$ cat config.mk
export PLATFORM = sky130hd
export DESIGN_NAME = autovec_irq_ctrl
export DESIGN_NICKNAME = d
export VERILOG_FILES = /design/src/rtl/isc_pkg.sv /design/src/rtl/isc_req_bank.sv /design/src/rtl/isc_main_flag.sv /design/src/rtl/isc_vec_enc.sv /design/src/rtl/isc_fetch_mux.sv /design/src/rtl/autovec_irq_ctrl.sv
export SDC_FILE = /design/constraint.sdc
export NUM_CORES = 1
export LEC_CHECK = 0
export BUFFER_PORTS_ARGS = -buffer_cell sky130_fd_sc_hd__clkbuf_2
export CELL_PAD_IN_SITES_DETAIL_PLACEMENT = 0
export CELL_PAD_IN_SITES_GLOBAL_PLACEMENT = 1
export CORE_MARGIN = 10
export CORE_UTILIZATION = 30
export DETAILED_ROUTE_END_ITERATION = 16
export GPL_TIMING_DRIVEN = 1
export HOLD_SLACK_MARGIN = 0.03
export PLACE_DENSITY_LB_ADDON = 0.1
export SLEW_MARGIN = 20
export SYNTH_ARGS = -nofsm -noshare
export SYNTH_HDL_FRONTEND = slang
export SYNTH_HIERARCHICAL = 1
export SYNTH_SLANG_ARGS = --single-unit
$ cat constraint.sdc
create_clock -name clk -period 1.6 [get_ports clk]
set_clock_uncertainty 0.05 [all_clocks]
set_input_delay 0.08 -clock clk [delete_from_list [all_inputs] [get_ports clk]]
set_output_delay 0.08 -clock clk [all_outputs]
set_load 0.01 [all_outputs]
$ cat src/rtl/isc_pkg.sv
package isc_pkg;
  localparam int unsigned NUM_SRC     = 14;
  localparam int unsigned DATA_W      = 16;
  localparam int unsigned VEC_W       = 8;
  localparam int unsigned STRIDE_LOG2 = 2;
  localparam int unsigned CODE_AW     = 16;
  localparam logic [CODE_AW-1:0] SUB_ADDR = 16'h0055;

  typedef enum logic [1:0] {
    SEL_ENABLE = 2'd0,
    SEL_PEND   = 2'd1,
    SEL_MAIN   = 2'd2,
    SEL_CFG    = 2'd3
  } reg_sel_e;
endpackage

$ cat src/rtl/isc_req_bank.sv
module isc_req_bank #(
  parameter int unsigned N = 14
) (
  input  logic         clk,
  input  logic         rst_n,
  input  logic [N-1:0] src_pulse,
  input  logic         en_we,
  input  logic         clr_we,
  input  logic [N-1:0] wdata,
  output logic [N-1:0] en_q,
  output logic [N-1:0] pend_q
);
  logic [N-1:0] en_d;
  logic [N-1:0] pend_d;

  always_comb en_d = en_we ? wdata : en_q;

  always_ff @(posedge clk or negedge rst_n) begin
    if (!rst_n) en_q <= '0;
    else        en_q <= en_d;
  end

  for (genvar i = 0; i < N; i++) begin : g_latch
    always_comb pend_d[i] = src_pulse[i] | (pend_q[i] & ~(clr_we & wdata[i]));

    always_ff @(posedge clk or negedge rst_n) begin
      if (!rst_n) pend_q[i] <= 1'b0;
      else        pend_q[i] <= pend_d[i];
    end
  end

  assert_pulse_sets_R3: assert property (@(posedge clk) disable iff (!rst_n)
    (src_pulse != '0) |=> ((pend_q & $past(src_pulse)) == $past(src_pulse)));

  assert_set_beats_clear_R5: assert property (@(posedge clk) disable iff (!rst_n)
    (clr_we && ((wdata & src_pulse) != '0)) |=> ((pend_q & $past(wdata & src_pulse)) != '0));

  assert_w1c_R4: assert property (@(posedge clk) disable iff (!rst_n)
    (clr_we && ((wdata & ~src_pulse) != '0)) |=> ((pend_q & $past(wdata & ~src_pulse)) == '0));

  assert_untouched_hold_R4: assert property (@(posedge clk) disable iff (!rst_n)
    rst_n |=> (((pend_q ^ $past(pend_q)) & ~$past(src_pulse | (clr_we ? wdata : '0))) == '0));
endmodule

$ cat src/rtl/isc_main_flag.sv
module isc_main_flag (
  input  logic clk,
  input  logic rst_n,
  input  logic any_pend,
  input  logic rearm,
  input  logic main_we,
  input  logic main_wbit,
  output logic main_q
);
  logic seen_q, seen_d;
  logic set_evt;
  logic main_d;

  always_comb begin
    set_evt = any_pend & ~seen_q;
    seen_d  = rearm ? 1'b0 : any_pend;
    if (set_evt)                    main_d = 1'b1;
    else if (main_we && !main_wbit) main_d = 1'b0;
    else                            main_d = main_q;
  end

  always_ff @(posedge clk or negedge rst_n) begin
    if (!rst_n) begin
      seen_q <= 1'b0;
      main_q <= 1'b0;
    end else begin
      seen_q <= seen_d;
      main_q <= main_d;
    end
  end

  assert_rise_sets_R6: assert property (@(posedge clk) disable iff (!rst_n)
    $rose(any_pend) |=> main_q);

  assert_rearm_sets_R8: assert property (@(posedge clk) disable iff (!rst_n)
    $past(rearm) && any_pend |=> main_q);

  assert_write0_clears_R7: assert property (@(posedge clk) disable iff (!rst_n)
    (main_we && !main_wbit && !(any_pend && !seen_q)) |=> !main_q);

  assert_write1_noset_R7: assert property (@(posedge clk) disable iff (!rst_n)
    (!main_q && !any_pend) |=> !main_q);
endmodule

$ cat src/rtl/isc_vec_enc.sv
module isc_vec_enc #(
  parameter int unsigned N           = 14,
  parameter int unsigned VW          = 8,
  parameter int unsigned STRIDE_LOG2 = 2
) (
  input  logic [N-1:0]  pend_en,
  output logic [VW-1:0] vec
);
  localparam int unsigned IDX_W = (N > 1) ? $clog2(N) : 1;

  logic [IDX_W-1:0] idx;

  always_comb begin
    idx = '0;
    for (int i = N - 1; i >= 0; i--) begin
      if (pend_en[i]) idx = IDX_W'(i);
    end
    vec = VW'(idx) << STRIDE_LOG2;
  end
endmodule

$ cat src/rtl/isc_fetch_mux.sv
module isc_fetch_mux #(
  parameter int unsigned AW = 16,
  parameter logic [AW-1:0] HIT_ADDR = '0
) (
  input  logic          av_en,
  input  logic [AW-1:0] addr,
  input  logic [7:0]    mem_byte,
  input  logic [7:0]    vec,
  output logic [7:0]    out_byte
);
  logic hit;

  always_comb begin
    hit      = av_en && (addr == HIT_ADDR);
    out_byte = hit ? vec : mem_byte;
  end
endmodule

$ cat src/rtl/autovec_irq_ctrl.sv
module autovec_irq_ctrl
  import isc_pkg::*;
(
  input  logic                clk,
  input  logic                rst_n,
  input  logic                reg_we,
  input  logic [1:0]          reg_addr,
  input  logic [DATA_W-1:0]   reg_wdata,
  output logic [DATA_W-1:0]   reg_rdata,
  input  logic [NUM_SRC-1:0]  src_pulse,
  input  logic [CODE_AW-1:0]  code_addr,
  input  logic [7:0]          code_mem_data,
  output logic [7:0]          code_data,
  output logic [VEC_W-1:0]    vec_byte,
  output logic                irq
);
  logic [NUM_SRC-1:0] en_q, pend_q, pend_en;
  logic               en_we, clr_we, main_we, cfg_we;
  logic               main_q;
  logic               av_en_q, av_en_d;
  logic               any_pend;
  logic               unused_wbits;

  assign unused_wbits = ^reg_wdata[DATA_W-1:NUM_SRC];

  always_comb begin
    en_we   = reg_we && (reg_sel_e'(reg_addr) == SEL_ENABLE);
    clr_we  = reg_we && (reg_sel_e'(reg_addr) == SEL_PEND);
    main_we = reg_we && (reg_sel_e'(reg_addr) == SEL_MAIN);
    cfg_we  = reg_we && (reg_sel_e'(reg_addr) == SEL_CFG);
    av_en_d = cfg_we ? reg_wdata[0] : av_en_q;
    pend_en = pend_q & en_q;
    any_pend = |pend_en;
  end

  always_ff @(posedge clk or negedge rst_n) begin
    if (!rst_n) av_en_q <= 1'b0;
    else        av_en_q <= av_en_d;
  end

  isc_req_bank #(.N(NUM_SRC)) u_bank (
    .clk(clk), .rst_n(rst_n), .src_pulse(src_pulse),
    .en_we(en_we), .clr_we(clr_we), .wdata(reg_wdata[NUM_SRC-1:0]),
    .en_q(en_q), .pend_q(pend_q)
  );

  isc_main_flag u_main (
    .clk(clk), .rst_n(rst_n), .any_pend(any_pend), .rearm(clr_we),
    .main_we(main_we), .main_wbit(reg_wdata[0]), .main_q(main_q)
  );

  isc_vec_enc #(.N(NUM_SRC), .VW(VEC_W), .STRIDE_LOG2(STRIDE_LOG2)) u_enc (
    .pend_en(pend_en), .vec(vec_byte)
  );

  isc_fetch_mux #(.AW(CODE_AW), .HIT_ADDR(SUB_ADDR)) u_fetch (
    .av_en(av_en_q), .addr(code_addr), .mem_byte(code_mem_data),
    .vec(vec_byte), .out_byte(code_data)
  );

  always_comb begin
    reg_rdata = '0;
    unique case (reg_sel_e'(reg_addr))
      SEL_ENABLE: reg_rdata = DATA_W'(en_q);
      SEL_PEND:   reg_rdata = DATA_W'(pend_q);
      SEL_MAIN:   reg_rdata = DATA_W'(main_q);
      SEL_CFG:    reg_rdata = {vec_byte, 7'd0, av_en_q};
      default:    reg_rdata = '0;
    endcase
  end

  assign irq = main_q;

  logic [NUM_SRC-1:0] chk_hit, chk_below;
  always_comb begin
    chk_hit   = pend_en >> (vec_byte >> STRIDE_LOG2);
    chk_below = pend_en & ((NUM_SRC'(1) << (vec_byte >> STRIDE_LOG2)) - NUM_SRC'(1));
  end

  assert_vec_idle_R10: assert property (@(posedge clk) disable iff (!rst_n)
    (pend_en == '0) |-> (vec_byte == '0));

  assert_vec_lowest_R10: assert property (@(posedge clk) disable iff (!rst_n)
    (pend_en != '0) |-> (chk_hit[0] && (chk_below == '0)));

  assert_fetch_sub_R11: assert property (@(posedge clk) disable iff (!rst_n)
    (av_en_q && code_addr == SUB_ADDR) |-> (code_data == vec_byte));

  assert_fetch_pass_R12: assert property (@(posedge clk) disable iff (!rst_n)
    (!av_en_q || code_addr != SUB_ADDR) |-> (code_data == code_mem_data));
endmodule

==> results of run 1 <==
## critical path, stage by stage, from the launching register on
cell	delay (ps)
dfrtp_1	380
and2_4	160
or4_4	560
a21oi_2	200
nand2_1	60
o21ai_0	80
clkbuf_2	180
## per-stage QoR
stage	power, mW	std cells
3_5_place_dp	1.87	389
4_1_cts	2.72	435
2_1_floorplan	1.39	190
5_1_grt	3.05	441
3_3_place_gp	1.86	389
6_report	2.86	441
## registers in the layout (all words and copies together) (netlist names)
register / flops
u_bank/en_q: 14
u_bank/pend_q: 14
av_en_q: 1
u_main/main_q: 1
u_main/seen_q: 1
## where the power goes
| group | switching [mW] | internal (mW) |
|---|---|---|
| clock network | 0.276 | 0.337 |
| registers | 0.0501 | 0.874 |
| logic | 0.577 | 0.747 |
## cells in the mapped netlist, drive strengths merged (2+ instances only)
master and n:
nand2b 2, dfrtp 31, o21ai 7, nand2 21, and3 2, a21oi 5, inv 4, nor2 11
nor4 8, a21o 14, and3b 2, o31ai 2, buf 11, and2 15, mux2 23, nor3b 4
mux2i 13
## layout make-up
type / count / area (um^2)
flip-flops and latches: 31 / 776
well taps: 77 / 96.3
inverters: 4 / 15.0
clock buffers: 6 / 82.6
clock inverters: 1 / 5.00
repair buffers: 178 / 1280
multi-input cells: 144 / 1310
fillers: 589 / 2710
## layer usage
layer	vias up	track usage	wire, um
met4	0	0.0375	55
met2	74	0.227	3420
met3	6	0.0536	609
li1	1011	-	-
met1	992	0.150	2830
met5	-	0	0
## repair_timing
| action | 4_1_cts | 5_1_grt |
|---|---|---|
| resized for setup | 39 | 30 |
| endpoints found under the setup margin | 16 | 18 |
| gates cloned | 0 | 0 |
| endpoints found under the hold margin | 45 | 0 |
| buffers inserted | 4 | 7 |
| pin swaps | 8 | 12 |
| hold buffers | 35 | 0 |
## how the worst min path moves through the flow
stage                                   to  cells after the start          from
after floorplan                    av_en_q                      0         rst_n
after global placement    u_bank/pend_q[6]                      1         rst_n
after detailed placement    u_bank/en_q[6]                      1         rst_n
after CTS                          av_en_q                      2  reg_wdata[0]
after global routing               av_en_q                      2  reg_wdata[0]
final                              av_en_q                      2  reg_wdata[0]
## kinds of logic after synthesis
logic type             after synthesis
AOI/OAI and AO/OA                   31
muxes                               37
buffers and inverters               15
other                                1
and+or+nand+nor                     72
DFF                                 31
==> flow_summary.json, run 1 <==
{
  "grt_max_degree": 18,
  "critPathCapture": "reg_rdata[12]",
  "layout-drive-gt1-share": 0.599,
  "nets": 423,
  "clk_transition_reported_paths_ps": 60,
  "synthSimpleGateAreaFrac": 0.215,
  "area_delta_synth_final_pct": 86.5,
  "leakagePower_nw": 1.65,
  "grt_pass1_wl_mm": 10.9,
  "rsz0062_at_grt": "yes",
  "ctsRootBufferMaster": "clkbuf_8",
  "die_w_um": 99.8,
  "pin_count": 92,
  "async_flop_share": 1.00,
  "die_h_um": 99.8,
  "timing_hold_violations_final": 0,
  "ys_seq_area_frac": 0.406,
  "irDropWorstVdd_mv": 0.418,
  "final_max_slew_viol_count": 0,
  "die_area_um2": 9960,
  "grt_pass1_vias": 2256,
  "antennaDiodeCount": 0,
  "period_minus_slack_ps": 2030,
  "utilization": 0.568,
  "fmax_mhz": 494,
  "cts_max_level": 2,
  "finalSetupTns_ps": -5130,
  "grt_usage": 0.133,
  "synth_cell_type_count": 34,
  "cap_viol_max_count": 0,
  "insertion_delay_ps": 270,
  "drc": 0,
  "antenna_found_initial": 0,
  "synth_area_leaders": "dfrtp_1, mux2_2, mux2i_1",
  "ant_nets": 0,
  "rr_endpoint": "u_main/main_q",
  "hold_path_class": "in -> reg",
  "yosys_warnings": 6,
  "pre_cts_ws_ps": -179,
  "fp-row-count": 29,
  "layout.cells.most_common": "clkbuf_2",
  "syn-cell-area_um2": 1910,
  "startpoint_type": "flop",
  "post_drt_wl_per_cell_um": 15.7,
  "fin_crit_sh": 1.27,
  "place_hpwl_mm": 5.21,
  "synth_top_family_by_area": "multiplexers",
  "ys_ff_latch": 31,
  "muxShareOfSynthArea": 0.217,
  "violations": "setup timing",
  "timing.hold.ws_ps": 53.8,
  "final_area_um2": 3560,
  "syn_inst": 187,
  "clock_sinks": 31,
  "yosysTopAreaCell": "dfrtp_1",
  "place.gp.congestion": 0.837,
  "setup_ws_ps": -426,
  "crit_start": "u_bank/en_q[2]",
  "yosysTopAreaCellShare": 0.406,
  "cp_max_fo": 3,
  "cp.arrival_ps": 1900,
  "wl_mm": 6.91,
  "coreArea_um2": 6280,
  "status": "complete, but fails checks",
  "mostFrequentLayoutCells": "clkbuf_2, buf_4, dlygate4sd3_1",
  "p_per_area_nw_per_um2": 803,
  "clockBufferDepth": 2,
  "setup_violations": 16,
  "cts_tree": "built",
  "reg2reg_depth": 5,
  "postPlaceCellArea_um2": 2780,
  "start_util": 0.304,
  "firstDrtPassIters": 4,
  "critical_path_class": "reg -> out",
  "synth_xor_area_frac": 0,
  "timing.rr.start": "u_bank/pend_q[13]",
  "synth_fa_ha_area_frac": 0,
  "ff2ff_setup_slack_ps": 10,
  "drt_iter0_drc": 56,
  "via_count": 2083,
  "grt_overflow": 0,
  "synthFlopType": "dfrtp_1",
  "synth_compound_area_frac": 0.107,
  "cp-end-kind": "primary output",
  "synth_area_per_cell_um2": 10.2,
  "vias_per_cell": 4.72,
  "port_buffers": 83,
  "cts_made_buffers": 5,
  "synth_edf_count": 0,
  "worstPathRequired_ps": 1470
}
(Power assumes the default switching activity.)
==> run 2: changes to the inputs <==
--- a/config.mk
+++ b/config.mk
@@ -17,5 +17,4 @@
 export SLEW_MARGIN = 20
 export SYNTH_ARGS = -nofsm -noshare
 export SYNTH_HDL_FRONTEND = slang
-export SYNTH_HIERARCHICAL = 1
 export SYNTH_SLANG_ARGS = --single-unit
==> run 2 against run 1 <==
The flow still finishes with violations (setup timing); clock power fell by 2%; first-iteration DRC count rose by 8.9%; global-route usage rose by 0.30 points; power fell by 9.7%; largest power group unchanged.
==> flow_summary.json, run 2 <==
{
  "status": "complete, but fails checks",
  "violations": "setup timing",
  "irDropWorstVdd_mv": 0.414,
  "critical_path_class": "reg -> out",
  "grt_pass1_vias": 2186,
  "ant_nets": 0,
  "fillers": 569,
  "timing_hold_violations_final": 0,
  "clockBufferDepth": 2,
  "cap_viol_max_count": 0,
  "yosysTopAreaCellShare": 0.431,
  "synth_area_leaders": "dfrtp_1, mux2_2, mux2i_1",
  "syn-cell-area_um2": 1800,
  "async_flop_share": 1.00,
  "hold_path_class": "in -> reg",
  "grt_usage": 0.136,
  "reg2reg_depth": 5,
  "coreArea_um2": 5890,
  "drc": 0,
  "layout.cells.most_common": "clkbuf_2",
  "grt_pass1_wl_mm": 10.8,
  "port_buffers": 83,
  "via_count": 2004,
  "min_to": "u_bank.en_q[0]",
  "drt_iter0_drc": 61,
  "hp-start": "reg_wdata[0]",
  "synth_cell_type_count": 41,
  "die_h_um": 97.5,
  "fin_crit_sh": 1.26,
  "cts_max_level": 2,
  "timing.rr.start": "u_bank.pend_q[5]",
  "fp-row-count": 28,
  "yosys.cell_count.top_type": "dfrtp_1",
  "start_util": 0.306,
  "setup_ws_ps": -412,
  "syn_inst": 177,
  "place_hpwl_mm": 4.92,
  "yosysTopAreaCell": "dfrtp_1",
  "synth_edf_count": 0,
  "cp_max_fo": 4,
  "cp.arrival_ps": 1880,
  "rr_endpoint": "u_bank.pend_q[5]",
  "worstPathRequired_ps": 1470,
  "grt_max_degree": 18,
  "firstDrtPassIters": 4,
  "finalPower_mw": 2.58,
  "vias_per_cell": 4.67,
  "netlist_top_cells_count": "dfrtp_1, nand2_1, mux2_2",
  "clk_transition_reported_paths_ps": 70,
  "mostFrequentLayoutCells": "clkbuf_2, buf_4, dlygate4sd3_1",
  "layout-drive-gt1-share": 0.523,
  "antennaDiodeCount": 0,
  "ys_ff_latch": 31,
  "grt_overflow": 0,
  "p_per_area_nw_per_um2": 781,
  "final_max_slew_viol_count": 0,
  "antenna_found_initial": 0,
  "place.gp.congestion": 0.706,
  "fmax_mhz": 497,
  "rsz0062_at_grt": "yes",
  "area_delta_synth_final_pct": 83.8,
  "finalSetupTns_ps": -5110,
  "clock_sinks": 31,
  "cp-end-kind": "primary output",
  "synth_area_per_cell_um2": 10.2,
  "leakagePower_nw": 1.55,
  "die_w_um": 97.5,
  "startpoint_type": "flop",
  "reg_top3": "u_bank.en_q: 14 flops, u_bank.pend_q: 14 flops",
  "post_drt_wl_per_cell_um": 15.3,
  "pin_count": 92,
  "insertion_delay_ps": 280,
  "period_minus_slack_ps": 2010,
  "cts_made_buffers": 5,
  "yosys_warnings": 0,
  "ff2ff_setup_slack_ps": -70,
  "synthFlopType": "dfrtp_1",
  "wl_mm": 6.58,
  "setup_violations": 18,
  "nets": 412,
  "ys_seq_area_frac": 0.431,
  "ctsRootBufferMaster": "clkbuf_8",
  "die_area_um2": 9500,
  "whs_path_depth": 2,
  "cts_tree": "built",
  "crit_start": "av_en_q"
}
-- run 2: layer usage --
metal  wire length [um]  global-route usage  vias to the layer above
li1                   -                   -                      982
met1               2820               0.157                      943
met2               3240               0.231                       75
met3                479              0.0477                        4
met4                 36              0.0391                        0
met5                  0                   0                        -
-- run 2: power breakdown --
part           total (mW)  switching [mW]  internal, mW  leakage, nW
logic                1.04           0.435         0.600         1.18
registers           0.947          0.0738         0.874        0.325
clock network       0.601           0.296         0.305       0.0422
total                2.58           0.806          1.78         1.55
-- run 2: cells by family after synthesis --
| group | after synthesis | synth area share |
|---|---|---|
| simple gates | 62 | 0.166 |
| compound gates | 35 | 0.149 |
| mux | 33 | 0.204 |
| flops | 31 | 0.431 |
| buf+inv | 15 | 0.0479 |
| other cells | 1 | 0.00208 |
-- run 2: stage by stage --
stage / util / instances / setup WS, ps / hold WS, ps / instance area [um^2]
global placement: 0.441 / 370 / -136 / 1.49 / 2590
detailed placement: 0.441 / 370 / -180 / 14.9 / 2590
global route: 0.562 / 429 / -506 / 61.5 / 3310
floorplan: - / 182 / 21.9 / -266 / 1820
finish: 0.562 / 429 / -412 / 57.0 / 3310
CTS: 0.544 / 423 / -471 / 41.0 / 3200
-- run 2: area by class of cell --
class,count,area (um^2),share of cell area
multi-input combinational,136,1050,0.318
clock buffer,7,76.3,0.0231
sequential,31,776,0.234
timing repair buffer,178,1300,0.394
tap,75,93.8,0.0284
clock inverter,1,5.00,0.00151
inverter,1,3.75,0.00113
-- run 2: worst max-delay path: stages (launching register included) --
cell and delay (ps):
dfrtp_1 340, and4bb_2 230, nand2_2 50, nor4_2 130, and4b_1 270, buf_6 130
mux2_2 330, clkbuf_2 130
-- run 2: worst max-delay path by stage --
stage | to | slack [ps] | cells after the start
detailed placement | code_data[5] | -180 | 7
floorplan | reg_rdata[10] | 20 | 5
global placement | code_data[4] | -140 | 7
finish | code_data[5] | -410 | 7
CTS | code_data[5] | -470 | 7
global route | code_data[5] | -510 | 7
-- run 2: what timing repair did --
action                     in CTS  in global routing
hold buffers                   39                  0
buffers inserted                6                  6
setup endpoints to repair      16                 19
pin swaps                      11                 15
resized for setup              19                 23
hold endpoints to repair       43                  0
==> run 3: changes to the inputs <==
--- a/config.mk
+++ b/config.mk
@@ -9,7 +9,7 @@
 export CELL_PAD_IN_SITES_DETAIL_PLACEMENT = 0
 export CELL_PAD_IN_SITES_GLOBAL_PLACEMENT = 1
 export CORE_MARGIN = 10
-export CORE_UTILIZATION = 30
+export CORE_UTILIZATION = 35
 export DETAILED_ROUTE_END_ITERATION = 16
 export GPL_TIMING_DRIVEN = 1
 export HOLD_SLACK_MARGIN = 0.03
==> constraint.sdc (replaced) <==
create_clock -name clk -period 2.4 [get_ports clk]
set_clock_uncertainty 0.05 [all_clocks]
set_input_delay 0.12 -clock clk [delete_from_list [all_inputs] [get_ports clk]]
set_output_delay 0.12 -clock clk [all_outputs]
set_load 0.01 [all_outputs]
==> run 3 against run 2 <==
The flow now finishes without violations; clock power fell by 12%; flip-flop and latch count is the same; final area decreased by 23%.
==> flow_summary.json, run 3 (same netlist as run 2, synthesis figures left out) <==
{
  "status": "finished, final reports clean",
  "tightestPinTransition_ps": 798,
  "reg_top3": "u_bank.en_q: 14 flops, u_bank.pend_q: 14 flops",
  "cp-end-kind": "primary output",
  "startpoint_type": "flop",
  "cts_max_level": 2,
  "final_max_slew_viol_count": 0,
  "fp-row-count": 26,
  "drc": 0,
  "mostFrequentLayoutCells": "clkbuf_2, dfrtp_1, nand2_1",
  "fin_crit_sh": 0.892,
  "die_area_um2": 8410,
  "antennaDiodeCount": 0,
  "fmax_mhz": 467,
  "ctsRootBufferMaster": "clkbuf_8",
  "cp.arrival_ps": 1970,
  "critical_path_class": "reg -> out",
  "clk_transition_reported_paths_ps": 70,
  "layout.cells.most_common": "clkbuf_2",
  "clock_sinks": 31,
  "fin_cells": 350,
  "cts_made_buffers": 5,
  "drt_iter0_drc": 54,
  "slowest_stage": "and4b_2",
  "finalSetupTns_ps": 0,
  "wl_mm": 5.28,
  "port_buffers": 83,
  "place_hpwl_mm": 4.11,
  "nets": 338,
  "relSlewSlack": 0.468,
  "period_minus_slack_ps": 2140,
  "area_delta_synth_final_pct": 42.3,
  "finalPower_mw": 1.58,
  "die_w_um": 91.7,
  "clockBufferDepth": 2,
  "via_count": 1697,
  "setup_ws_ps": 259,
  "rsz0062_at_grt": "no",
  "grt_usage": 0.125,
  "post_drt_wl_per_cell_um": 15.1,
  "cp_cell_sequence": "and4bb_2 -> nand2_1 -> nor4_1 -> and4b_2 -> mux2_2 -> clkbuf_2",
  "setup_violations": 0,
  "grt_overflow": 0,
  "cpLargestDelayFamily": "simple AND/OR/NAND/NOR gates",
  "slowest_delay_ps": 420,
  "firstDrtPassIters": 4,
  "grt_max_degree": 32,
  "insertion_delay_ps": 280,
  "cts_tree": "built",
  "pre_cts_ws_ps": 411,
  "grt_pass1_wl_mm": 8.70,
  "hold_path_class": "in -> reg",
  "cp_max_fo": 8,
  "p_per_area_nw_per_um2": 616,
  "layout-drive-gt1-share": 0.421,
  "start_util": 0.357,
  "crit_buf_inv": 1,
  "timing_hold_violations_final": 0,
  "coreArea_um2": 5040,
  "ant_nets": 0,
  "vias_per_cell": 4.85,
  "die_h_um": 91.7,
  "leakagePower_nw": 1.22,
  "cap_viol_max_count": 0,
  "worstPathRequired_ps": 2230,
  "antenna_found_initial": 0,
  "place.gp.congestion": 0.765,
  "dp.cells": 324,
  "pin_count": 92,
  "irDropWorstVdd_mv": 0.442,
  "grt_pass1_vias": 1775
}
==> run 3: metrics by stage <==
step | utilization | hold WS (ps) | area, um^2
4_1_cts | 0.508 | 36.0 | 2560
2_1_floorplan | - | -226 | 1820
3_5_place_dp | 0.449 | 202 | 2260
3_3_place_gp | 0.449 | 188 | 2260
6_report | 0.508 | 43.9 | 2560
5_1_grt | 0.508 | 47.9 | 2560
==> run 3: cell type report <==
cell class | count | area, um^2
multi-input cells | 136 | 958
repair buffers | 104 | 618
inverters | 1 | 3.75
fillers | 504 | 2480
flip-flops and latches | 31 | 776
clock inverters | 2 | 35.0
clock buffers | 6 | 82.6
well taps | 70 | 87.6
==> run 3: layer usage <==
metal	track usage	vias up	share of wire
met3	0.0505	6	0.093
met4	0.0308	0	0.010
li1	-	837	-
met5	0	-	0
met1	0.157	784	0.46
met2	0.197	70	0.43
==> run 3: what timing repair did <==
item	CTS	global route
hold buffers	18	0
setup endpoints to repair	0	4
resized for setup	0	1
hold endpoints to repair	48	0
buffers inserted	0	0
==> run 3: power by group <==
part           internal [mW]  switching, mW  total (mW)
logic                  0.212          0.200       0.413
clock network          0.336          0.190       0.526
registers              0.583         0.0579       0.640
==> run 3: final timing paths <==
kind | from | to | slack (ps) | depth (start not counted)
min in group asynchronous | rst_n | u_bank.pend_q[4] | 410 | 2
setup / recovery | av_en_q | code_data[3] | 260 | 6
hold reg to reg | u_main.seen_q | u_main.main_q | 390 | 1
max in group asynchronous | rst_n | u_bank.en_q[12] | 1370 | 2
hold / removal | reg_wdata[9] | u_bank.en_q[9] | 40 | 2
setup reg to reg | u_bank.pend_q[9] | u_main.main_q | 860 | 5
